`src/rtl/uart_fe_pkg.sv`:
```
package uart_fe_pkg;

  localparam int WORD_W   = 32;
  localparam int NREG     = 8;
  localparam int OFF_W    = 17;  // 16-bit window plus one carry bit

  typedef enum logic [2:0] {
    SLOT_DATA = 3'd0,
    SLOT_IER  = 3'd1,
    SLOT_IID  = 3'd2,
    SLOT_LCR  = 3'd3,
    SLOT_MCR  = 3'd4,
    SLOT_LSR  = 3'd5,
    SLOT_MSR  = 3'd6,
    SLOT_SCR  = 3'd7
  } slot_e;

  localparam int DLAB_BIT = 7;

  // One-hot slot select for a word offset; zero when unmapped.
  function automatic logic [NREG-1:0] slot_onehot(input logic [OFF_W-1:0] off);
    logic [NREG-1:0] sel;
    sel = '0;
    if (off[OFF_W-1:5] == '0 && off[1:0] == 2'b00)
      sel[off[4:2]] = 1'b1;
    return sel;
  endfunction

endpackage

```
`src/rtl/uart_fe_decode.sv`:
```
module uart_fe_decode
  import uart_fe_pkg::*;
#(
  parameter int SIZE_W    = 4,
  parameter int MAX_WORDS = 2
) (
  input  logic [15:0]                  addr_lo,
  input  logic [1:0]                   addr_align,
  input  logic [SIZE_W-1:0]            req_size,
  input  logic [WORD_W*MAX_WORDS-1:0]  req_wdata,
  output logic                         access_ok,
  output logic [MAX_WORDS-1:0][NREG-1:0] lane_sel,
  output logic [NREG-1:0]              reg_hit,
  output logic [NREG-1:0][WORD_W-1:0]  reg_wdata
);

  localparam int MAX_BYTES = 4 * MAX_WORDS;

  logic              size_ok;
  logic [SIZE_W-1:0] nwords;

  assign size_ok   = (req_size[1:0] == 2'b00) && (req_size <= SIZE_W'(MAX_BYTES));
  assign access_ok = size_ok && (addr_align == 2'b00);
  assign nwords    = req_size >> 2;

  for (genvar g = 0; g < MAX_WORDS; g++) begin : g_lane
    logic [OFF_W-1:0] off;
    logic             lane_on;
    assign off     = {1'b0, addr_lo} + OFF_W'(4 * g);
    assign lane_on = access_ok && (SIZE_W'(g) < nwords);
    assign lane_sel[g] = lane_on ? slot_onehot(off) : '0;
  end

  // Offsets of distinct lanes differ, so at most one lane hits each slot.
  always_comb begin
    reg_hit   = '0;
    reg_wdata = '0;
    for (int r = 0; r < NREG; r++) begin
      for (int l = 0; l < MAX_WORDS; l++) begin
        if (lane_sel[l][r]) begin
          reg_hit[r]   = 1'b1;
          reg_wdata[r] = reg_wdata[r] | req_wdata[l*WORD_W +: WORD_W];
        end
      end
    end
  end

endmodule

```
`src/rtl/uart_fe_reg_bank.sv`:
```
module uart_fe_reg_bank
  import uart_fe_pkg::*;
#(
  parameter int BYTE_W = 8
) (
  input  logic                        clk,
  input  logic                        rst,
  input  logic                        wr_en,
  input  logic [NREG-1:0]             reg_hit,
  input  logic [NREG-1:0][WORD_W-1:0] reg_wdata,
  output logic [NREG-1:0][WORD_W-1:0] rd_view,
  output logic [2*BYTE_W-1:0]         divisor,
  output logic                        tx_fire,
  output logic [BYTE_W-1:0]           tx_byte
);

  logic [WORD_W-1:0] lcr_q, ier_q, scr_q;
  logic [BYTE_W-1:0] div_lo_q, div_hi_q;
  logic              dlab;

  assign dlab = lcr_q[DLAB_BIT];

  always_ff @(posedge clk) begin
    if (rst) begin
      lcr_q    <= '0;
      ier_q    <= '0;
      scr_q    <= '0;
      div_lo_q <= '0;
      div_hi_q <= '0;
    end else if (wr_en) begin
      if (reg_hit[SLOT_DATA] && dlab) div_lo_q <= reg_wdata[SLOT_DATA][BYTE_W-1:0];
      if (reg_hit[SLOT_IER]) begin
        if (dlab) div_hi_q <= reg_wdata[SLOT_IER][BYTE_W-1:0];
        else      ier_q    <= reg_wdata[SLOT_IER];
      end
      if (reg_hit[SLOT_LCR]) lcr_q <= reg_wdata[SLOT_LCR];
      if (reg_hit[SLOT_SCR]) scr_q <= reg_wdata[SLOT_SCR];
    end
  end

  assign tx_fire = wr_en && reg_hit[SLOT_DATA] && !dlab;
  assign tx_byte = reg_wdata[SLOT_DATA][BYTE_W-1:0];
  assign divisor = {div_hi_q, div_lo_q};

  always_comb begin
    rd_view           = '0;
    rd_view[SLOT_DATA] = dlab ? WORD_W'(div_lo_q) : '0;
    rd_view[SLOT_IER]  = dlab ? WORD_W'(div_hi_q) : ier_q;
    rd_view[SLOT_LCR]  = lcr_q;
    rd_view[SLOT_SCR]  = scr_q;
  end

  // Writes to stub slots are dropped on purpose.
  logic unused_stub;
  assign unused_stub = ^{reg_hit[SLOT_IID], reg_hit[SLOT_MCR], reg_hit[SLOT_LSR],
                         reg_hit[SLOT_MSR], reg_wdata[SLOT_IID], reg_wdata[SLOT_MCR],
                         reg_wdata[SLOT_LSR], reg_wdata[SLOT_MSR]};

  // registers leave reset cleared
  assert_reset_clears_R11: assert property (@(posedge clk) disable iff (rst)
    $past(rst) |-> (lcr_q == '0 && ier_q == '0 && scr_q == '0 && divisor == '0));

  // divisor only moves while the access bit was set
  assert_div_banked_R3: assert property (@(posedge clk) disable iff (rst)
    !$past(dlab) && !$past(rst) |-> $stable(divisor));

endmodule

```
`src/rtl/uart_fe_tx_emit.sv`:
```
module uart_fe_tx_emit #(
  parameter int BYTE_W = 8,
  parameter logic [BYTE_W-1:0] NL_CODE = BYTE_W'(8'h0A)
) (
  input  logic              clk,
  input  logic              rst,
  input  logic              fire,
  input  logic [BYTE_W-1:0] byte_in,
  output logic              tx_valid,
  output logic [BYTE_W-1:0] tx_data,
  output logic              tx_newline
);

  always_ff @(posedge clk) begin
    if (rst) begin
      tx_valid   <= 1'b0;
      tx_data    <= '0;
      tx_newline <= 1'b0;
    end else begin
      tx_valid   <= fire;
      tx_data    <= fire ? byte_in : '0;
      tx_newline <= fire && (byte_in == NL_CODE);
    end
  end

endmodule

```
`src/rtl/uart_reg_front.sv`:
```
module uart_reg_front
  import uart_fe_pkg::*;
#(
  parameter int ADDR_W    = 32,
  parameter int SIZE_W    = 4,
  parameter int MAX_WORDS = 2,
  parameter int BYTE_W    = 8,
  localparam int DATA_W   = WORD_W * MAX_WORDS
) (
  input  logic                clk,
  input  logic                rst,
  input  logic                req_valid,
  input  logic                req_write,
  input  logic [ADDR_W-1:0]   req_addr,
  input  logic [SIZE_W-1:0]   req_size,
  input  logic [DATA_W-1:0]   req_wdata,
  output logic                rsp_valid,
  output logic [DATA_W-1:0]   rsp_rdata,
  output logic                tx_valid,
  output logic [BYTE_W-1:0]   tx_data,
  output logic                tx_newline,
  output logic [2*BYTE_W-1:0] divisor
);

  logic                          access_ok;
  logic [MAX_WORDS-1:0][NREG-1:0] lane_sel;
  logic [NREG-1:0]               reg_hit;
  logic [NREG-1:0][WORD_W-1:0]   reg_wdata;
  logic [NREG-1:0][WORD_W-1:0]   rd_view;
  logic                          wr_en;
  logic                          tx_fire;
  logic [BYTE_W-1:0]             tx_byte;
  logic [DATA_W-1:0]             rd_bus;

  logic unused_addr_hi;
  assign unused_addr_hi = ^req_addr[ADDR_W-1:16];

  uart_fe_decode #(.SIZE_W(SIZE_W), .MAX_WORDS(MAX_WORDS)) u_decode (
    .addr_lo   (req_addr[15:0]),
    .addr_align(req_addr[1:0]),
    .req_size  (req_size),
    .req_wdata (req_wdata),
    .access_ok (access_ok),
    .lane_sel  (lane_sel),
    .reg_hit   (reg_hit),
    .reg_wdata (reg_wdata)
  );

  assign wr_en = req_valid && req_write && access_ok;

  uart_fe_reg_bank #(.BYTE_W(BYTE_W)) u_bank (
    .clk      (clk),
    .rst      (rst),
    .wr_en    (wr_en),
    .reg_hit  (reg_hit),
    .reg_wdata(reg_wdata),
    .rd_view  (rd_view),
    .divisor  (divisor),
    .tx_fire  (tx_fire),
    .tx_byte  (tx_byte)
  );

  uart_fe_tx_emit #(.BYTE_W(BYTE_W)) u_tx (
    .clk       (clk),
    .rst       (rst),
    .fire      (tx_fire),
    .byte_in   (tx_byte),
    .tx_valid  (tx_valid),
    .tx_data   (tx_data),
    .tx_newline(tx_newline)
  );

  // Read mux: each lane picks the slot its offset selected.
  always_comb begin
    rd_bus = '0;
    for (int l = 0; l < MAX_WORDS; l++) begin
      for (int r = 0; r < NREG; r++) begin
        if (lane_sel[l][r])
          rd_bus[l*WORD_W +: WORD_W] = rd_bus[l*WORD_W +: WORD_W] | rd_view[r];
      end
    end
  end

  always_ff @(posedge clk) begin
    if (rst) begin
      rsp_valid <= 1'b0;
      rsp_rdata <= '0;
    end else begin
      rsp_valid <= req_valid && !req_write;
      rsp_rdata <= (req_valid && !req_write) ? rd_bus : '0;
    end
  end

  // a character strobe follows only an aligned write request
  assert_tx_from_write_R4: assert property (@(posedge clk) disable iff (rst)
    tx_valid |-> $past(req_valid && req_write && req_addr[1:0] == 2'b00));

  // newline flag accompanies a 0x0A strobe only
  assert_newline_flag_R5: assert property (@(posedge clk) disable iff (rst)
    tx_newline |-> (tx_valid && tx_data == BYTE_W'(8'h0A)));

  // response follows a read request by one cycle
  assert_rsp_follows_read_R12: assert property (@(posedge clk) disable iff (rst)
    rsp_valid |-> $past(req_valid && !req_write));

  // misaligned read returns zeros
  assert_misaligned_read_zero_R8: assert property (@(posedge clk) disable iff (rst)
    (rsp_valid && $past(req_addr[1:0] != 2'b00)) |-> rsp_rdata == '0);

  // a dropped write leaves the divisor and strobe quiet
  assert_dropped_write_quiet_R8: assert property (@(posedge clk) disable iff (rst)
    (req_valid && req_write && !access_ok) |=> ($stable(divisor) && !tx_valid));

endmodule

```
`config.mk`:
```
export PLATFORM = sky130hd
export DESIGN_NAME = uart_reg_front
export DESIGN_NICKNAME = d
export VERILOG_FILES = /design/src/rtl/uart_fe_pkg.sv /design/src/rtl/uart_fe_decode.sv /design/src/rtl/uart_fe_reg_bank.sv /design/src/rtl/uart_fe_tx_emit.sv /design/src/rtl/uart_reg_front.sv
export SDC_FILE = /design/constraint.sdc
export NUM_CORES = 1
export LEC_CHECK = 0
export BUFFER_PORTS_ARGS = -buffer_cell sky130_fd_sc_hd__clkbuf_2
export CORE_MARGIN = 10
export CORE_UTILIZATION = 54
export DETAILED_ROUTE_END_ITERATION = 8
export PLACE_DENSITY = 0.8
export SYNTH_ARGS = -nofsm -noshare
export SYNTH_HDL_FRONTEND = slang
export SYNTH_SLANG_ARGS = --single-unit
```
`constraint.sdc`:
```
create_clock -name clk -period 4.6 [get_ports clk]
set_clock_uncertainty 0.2 [all_clocks]
set_input_delay 1.15 -clock clk [delete_from_list [all_inputs] [get_ports clk]]
set_output_delay 1.15 -clock clk [all_outputs]
set_load 0.005 [all_outputs]
```
==> impl_metrics.csv, run 1 <==
group,metric,value,unit
run_status,status,"complete, no violations",
placed_design,io_buffers,178,
power_and_ir_drop,p_int,2570,uW
synth,ys_seq_elements,187,
power_and_ir_drop,irDropWorstVdd,0.284,mV
cells_and_area,num-nets-final,1158,
power_and_ir_drop,pwr_density_cell,335,mW/mm^2
sta,fmax,263,MHz
synth,synth_xor_area_frac,0.00537,
sta,period_minus_slack,3.80,ns
worst_setup_path,crit_chain,"clkbuf_2 -> ha_1 -> nand2_1 -> o21a_1 -> or4_1 -> or4b_1 -> or4_4 -> nor2_8 -> buf_12 -> o2bb2ai_1",
synth,synthesis.area,0.00815,mm^2
worst_setup_path,cp-start-kind,"primary input",
global_routing,busiest_layer,"met2",
worst_setup_path,critPathLaunch,"req_addr[3]",
cts,htreeDepth,4,
synth,syn_area_per_cell,9.16,um^2
synth,synth_compound_area_frac,0.326,
global_routing,grt.met1_usage,0.307,
worst_setup_path,reg2reg_slack,2.26,ns
sta,finalSetupViolCount,0,
sta,worstMarginPinSlew,1.22,ns
die,die_area,0.0204,mm^2
drt,drcViolationCount,0,
synth,synth.distinct_cells,64,
worst_setup_path,cpMaxStageDelayCell,"or4b_1",
worst_setup_path,timing.rr.start,"u_bank.lcr_q[7]",
worst_setup_path,cp-end-kind,"flip-flop",
drt,num_vias,8087,
global_routing,globalRouteOverflowTotal,0,
placed_design,place_area,0.00933,mm^2
worst_setup_path,reg2regPathDepth,6,
power_and_ir_drop,comb_power_share,0.050,
die,rows,44,
sta,finalCritPeriodShare,0.827,
global_routing,grt_pass1_wl,40.8,mm
cts,clock_sinks,187,
sta,hold_violations,0,
worst_setup_path,crit_fanout,17,
drt,viasPerCell,6.47,
drt,wl_per_cell,21.1,um
worst_setup_path,crit_family,"simple AND/OR/NAND/NOR gates",
cells_and_area,n_antenna_cell,0,
worst_setup_path,arrival,3.96,ns
global_routing,met3_usage,0.0716,
power_and_ir_drop,switching_share,0.229,
synth,synthArstFlopShare,0,
drt,drt_iter0_markers,1018,
synth,synth_adder_area_share,0.00153,
die,initial_core_util,0.557,
worst_setup_path,worstPathRequired,4.76,ns
worst_setup_path,critPathKind,"primary input to flip-flop",
drt,dr.pass1.iters,8,
placed_design,dp_hpwl,17.4,mm
sta,rsz0062_at_grt,"no",
power_and_ir_drop,p_switching,764,uW
job,maxCapViolations,0,
synth,synth_warnings,0,
drt,routed_wl,26.4,mm
cts,clkTransAtPathRegs,0.07,ns
cells_and_area,drive_gt1_frac,0.276,
synth,syn-instance-count,890,
die,io_pins,195,
placed_design,pre_cts_slack,0.369,ns
synth,synthMuxAreaShare,0.0121,
worst_setup_path,crit_end,"rsp_rdata[40]",
synth,ys.flop_type,"dfxtp_1",
cts,cts_tree,"yes",
die,die-height,143,um
placed_design,gp_congestion,0.909,
power_and_ir_drop,pwr-share-seq,0.485,
worst_setup_path,cp_slowest_stage_delay,0.56,ns
global_routing,antenna_found_initial,1,
die,dieWidth,143,um
synth,synth_edf_count,0,
worst_setup_path,crit_buf_inv,2,
cells_and_area,final_cell_mix,"dfxtp_1, clkbuf_2, nor2_1",
sta,final.setup.tns,0,ns
cts,hold_buffers,0,
global_routing,grt_max_degree,66,
sta,relSlewSlack,0.189,
drt,ant_nets,0,
cts,cts_root_buf,"clkbuf_16",
cts,cts_resized,0,
hold_path,min_path_type,"flip-flop to flip-flop",
sta,maxSlewViolCount,0,
cts,clk_latency,0.44,ns
power_and_ir_drop,p_clk_frac,0.465,
synth,synth_top_family_by_area,"compound AO/OA/AOI/OAI gates",
cells_and_area,areaGrowthSynthToFinish,22.2,%
sta,setup_slack,0.795,ns
cts,post_cts_buffers,0,
synth,synth.net_count,995,
global_routing,track_usage,0.252,
power_and_ir_drop,p_leak,0.00403,uW
cells_and_area,final_common_cell,"dfxtp_1",
worst_setup_path,cp.depth,10,
synth,synth-seq-area-share,0.459,
synth,synth-simple-area-share,0.120,
die,coreArea,0.0146,mm^2
cts,clockBufferDepth,2,
cells_and_area,fin_area,0.00996,mm^2
cts,cts_buffers,17,
global_routing,grt_pass1_vias,7895,
worst_setup_path,r2r-end,"u_bank.ier_q[11]",
global_routing,gr-usage-met2,0.398,
-- cells in the mapped netlist (all sizes together), types with 7 or more instances --
| cell type | number | area [um^2] |
|---|---|---|
| buf | 21 | 141 |
| nor3 | 7 | 51.3 |
| a21o | 37 | 278 |
| o2bb2ai | 24 | 335 |
| o211ai | 7 | 52.6 |
| a32oi | 8 | 70.1 |
| inv | 75 | 282 |
| a22o | 32 | 280 |
| o21ai | 73 | 369 |
| a222oi | 31 | 310 |
| a22oi | 72 | 541 |
| mux2 | 7 | 78.8 |
| a21oi | 47 | 235 |
| nor4 | 10 | 90.1 |
| nand3 | 18 | 90.1 |
| nand4 | 13 | 81.3 |
| clkbuf | 49 | 184 |
| dfxtp | 187 | 3740 |
| nand2 | 24 | 90.1 |
| nor2 | 84 | 334 |
-- worst reg2reg max path, cell delays in order (launching register included) --
cell,delay (ns)
dfxtp_1,0.58
inv_1,0.17
nand2_1,0.47
nor2_2,0.05
buf_4,0.30
a22o_1,0.31
a21o_1,0.16
-- worst min-delay path by stage --
stage / start / endpoint / slack [ns] / cells past startpoint
global route: u_bank.ier_q[5] / u_bank.ier_q[5] / 0.27 / 1
finish: u_bank.ier_q[5] / u_bank.ier_q[5] / 0.25 / 1
detailed placement: u_bank.ier_q[4] / u_bank.ier_q[4] / 0.24 / 1
global placement: u_bank.ier_q[4] / u_bank.ier_q[4] / 0.23 / 1
CTS: u_bank.ier_q[1] / u_bank.ier_q[1] / 0.25 / 1
floorplan: u_bank.ier_q[0] / u_bank.ier_q[0] / 0.22 / 1
-- cell type report --
cell class / count / area [um^2]
fillers: 1185 / 4680
clock buffers: 21 / 470
multi-input cells: 557 / 3870
flip-flops and latches: 187 / 3740
repair buffers: 214 / 1200
well taps: 184 / 230
clock inverters: 11 / 156
inverters: 76 / 285
-- registers in the layout, summed over array words and instances, names as in the netlist, 8 cells and up --
name / flops
u_bank.scr_q: 32
u_bank.lcr_q: 32
u_bank.ier_q: 32
u_tx.tx_data: 8
u_bank.div_hi_q: 8
u_bank.div_lo_q: 8
rsp_rdata: 64
-- metal layers --
layer,up-vias,wire length [um]
li1,3631,-
met1,3819,10100
met2,540,12100
met3,95,3240
met4,2,862
met5,-,18
-- through the flow --
stage	hold slack, ns	total power (uW)	utilization	instances
finish	0.247	3340	0.680	1250
global route	0.270	3410	0.680	1250
detailed placement	0.235	1820	0.637	1218
floorplan	0.222	1720	-	890
global placement	0.229	1810	0.637	1218
CTS	0.251	3340	0.680	1250
-- cells by family after synthesis --
kind of cell,count (synthesis)
XOR/XNOR,5
adder cells (fa/ha/maj),1
AND/OR/NAND/NOR,190
flip-flops,187
buffers and inverters,146
multiplexers,9
AO/OA/AOI/OAI,352
-- power groups by stage --
stage               Combinational (uW)  Clock, uW  Sequential [uW]
finish                             167       1550             1620
floorplan                         62.9          0             1660
detailed placement                 162          0             1660
global route                       179       1610             1620
CTS                                163       1550             1620
global placement                   159          0             1660
No activity file was read; power rests on OpenSTA's default activity.
==> run 2: changes to the inputs <==
Clock period 4.6 ns to 3.9 ns, I/O delays scaled along.
==> run 2 against run 1 <==
Worst setup slack got worse by 0.33 ns. Sequential power increased by 18%. Critical path depth decreased by 1. Register-to-register slack got worse by 0.55 ns. Sequential share of layout area decreased by 0.54 points. Count of clock-buffer cells in the layout unchanged. Highest routed layer is now met4.
==> impl_metrics.csv, run 2 (synthesis gave the netlist of run 1 again) <==
group,metric,value,unit
global_routing,track_usage,0.253,
drt,drcViolationCount,0,
sta,fmax,291,MHz
placed_design,gp_congestion,0.902,
sta,finalSetupViolCount,0,
cts,htreeDepth,4,
cts,post_cts_buffers,0,
die,die_area,0.0204,mm^2
run_status,status,"complete, no violations",
sta,worstMarginPinSlew,0.715,ns
placed_design,dp.cells,1233,
power_and_ir_drop,irDropWorstVdd,0.286,mV
drt,ant_nets,0,
sta,relSlewSlack,0.523,
sta,finalCritPeriodShare,0.880,
drt,num_vias,8097,
global_routing,grt_max_degree,66,
cells_and_area,final_cell_mix,"dfxtp_1, clkbuf_2, nor2_1",
drt,viasPerCell,6.40,
worst_setup_path,crit_fanout,7,
cts,cts_buffers,17,
cells_and_area,areaGrowthSynthToFinish,24.0,%
cells_and_area,largest-register,"rsp_rdata",
cells_and_area,drive_gt1_frac,0.284,
die,die-height,143,um
cts,clock_sinks,187,
global_routing,grt_pass1_vias,8092,
worst_setup_path,arrival,3.55,ns
placed_design,dp_hpwl,17.3,mm
cts,hold_buffers,0,
sta,period_minus_slack,3.43,ns
cts,clkTransAtPathRegs,0.07,ns
cts,clk_latency,0.43,ns
hold_path,holdPathStages,1,
sta,hold_violations,0,
placed_design,io_buffers,178,
cells_and_area,finalNonFillerCells,1266,
cells_and_area,final_common_cell,"dfxtp_1",
cts,clockBufferDepth,2,
power_and_ir_drop,pwr_density_cell,387,mW/mm^2
worst_setup_path,worstPathRequired,4.02,ns
cts,cts_resized,0,
global_routing,grt_pass1_wl,41.6,mm
drt,wl_per_cell,20.9,um
worst_setup_path,reg2regPathDepth,4,
drt,dr.pass1.iters,8,
die,coreArea,0.0146,mm^2
worst_setup_path,cp-end-kind,"flip-flop",
cells_and_area,largest_reg_flops,64,
job,maxCapViolations,0,
cts,cts_tree,"yes",
die,dieWidth,143,um
die,io_pins,195,
global_routing,antenna_found_initial,1,
global_routing,globalRouteOverflowTotal,0,
drt,routed_wl,26.4,mm
worst_setup_path,critPathKind,"primary input to flip-flop",
power_and_ir_drop,p_leak,0.00411,uW
die,initial_core_util,0.557,
cts,cts_root_buf,"clkbuf_16",
cells_and_area,num-nets-final,1173,
drt,drt_iter0_markers,1180,
sta,maxSlewViolCount,0,
sta,final.setup.tns,0,ns
sta,rsz0062_at_grt,"no",
worst_setup_path,cp-start-kind,"primary input",
hold_path,min_path_type,"flip-flop to flip-flop",
cells_and_area,fillers,1184,
die,rows,44,
run 2: where the power goes:
group / switching, uW / total (uW) / leakage (uW) / internal [uW]
sequential: 0.0793 / 1910 / 0.00151 / 1910
clock: 756 / 1790 / 0.000291 / 1040
combinational: 139 / 205 / 0.00231 / 66.0
total: 895 / 3910 / 0.00411 / 3010
run 2: per-stage QoR:
stage          total power, uW   util  hold WS (ns)  setup slack, ns  instance area [um^2]
2_1_floorplan             2030      -         0.222            0.150                  8150
3_5_place_dp              2150  0.648         0.235           0.0128                  9500
3_3_place_gp              2150  0.648         0.228           0.0553                  9500
6_report                  3910  0.690         0.248            0.467                 10100
5_1_grt                   4000  0.690         0.269            0.298                 10100
4_1_cts                   3910  0.690         0.250            0.474                 10100
run 2: worst max-delay path, stage by stage:
cell and delay [ns]:
clkbuf_2 0.10, a211oi_2 0.25, nand2_1 0.09, or4_1 0.55
or4b_1 0.56, buf_4 0.19, nor3_4 0.26, o21ai_2 0.19
a221o_1 0.39
run 2: layer usage:
metal	vias to the layer above	part of all wire	GRT usage
met4	0	0.027	0.114
met1	3781	0.40	0.310
met5	-	0	0.0200
met3	78	0.11	0.0750
li1	3680	-	-
met2	558	0.46	0.400
run 2: final timing paths:
path,slack [ns],start,to
hold reg to reg,0.25,u_bank.ier_q[2],u_bank.ier_q[2]
setup / recovery,0.47,req_size[2],u_bank.div_hi_q[2]
setup reg to reg,1.71,u_bank.lcr_q[7],rsp_rdata[0]
hold / removal,0.25,u_bank.ier_q[2],u_bank.ier_q[2]
run 2: cell type report:
cell class	count	area, um^2	area share
sequential	187	3740	0.370
antenna	1	2.50	0.000248
clock inverter	11	156	0.0155
tap	184	230	0.0228
clock buffer	21	450	0.0446
timing repair buffer	229	1360	0.135
multi-input combinational	557	3870	0.383
inverter	76	285	0.0282
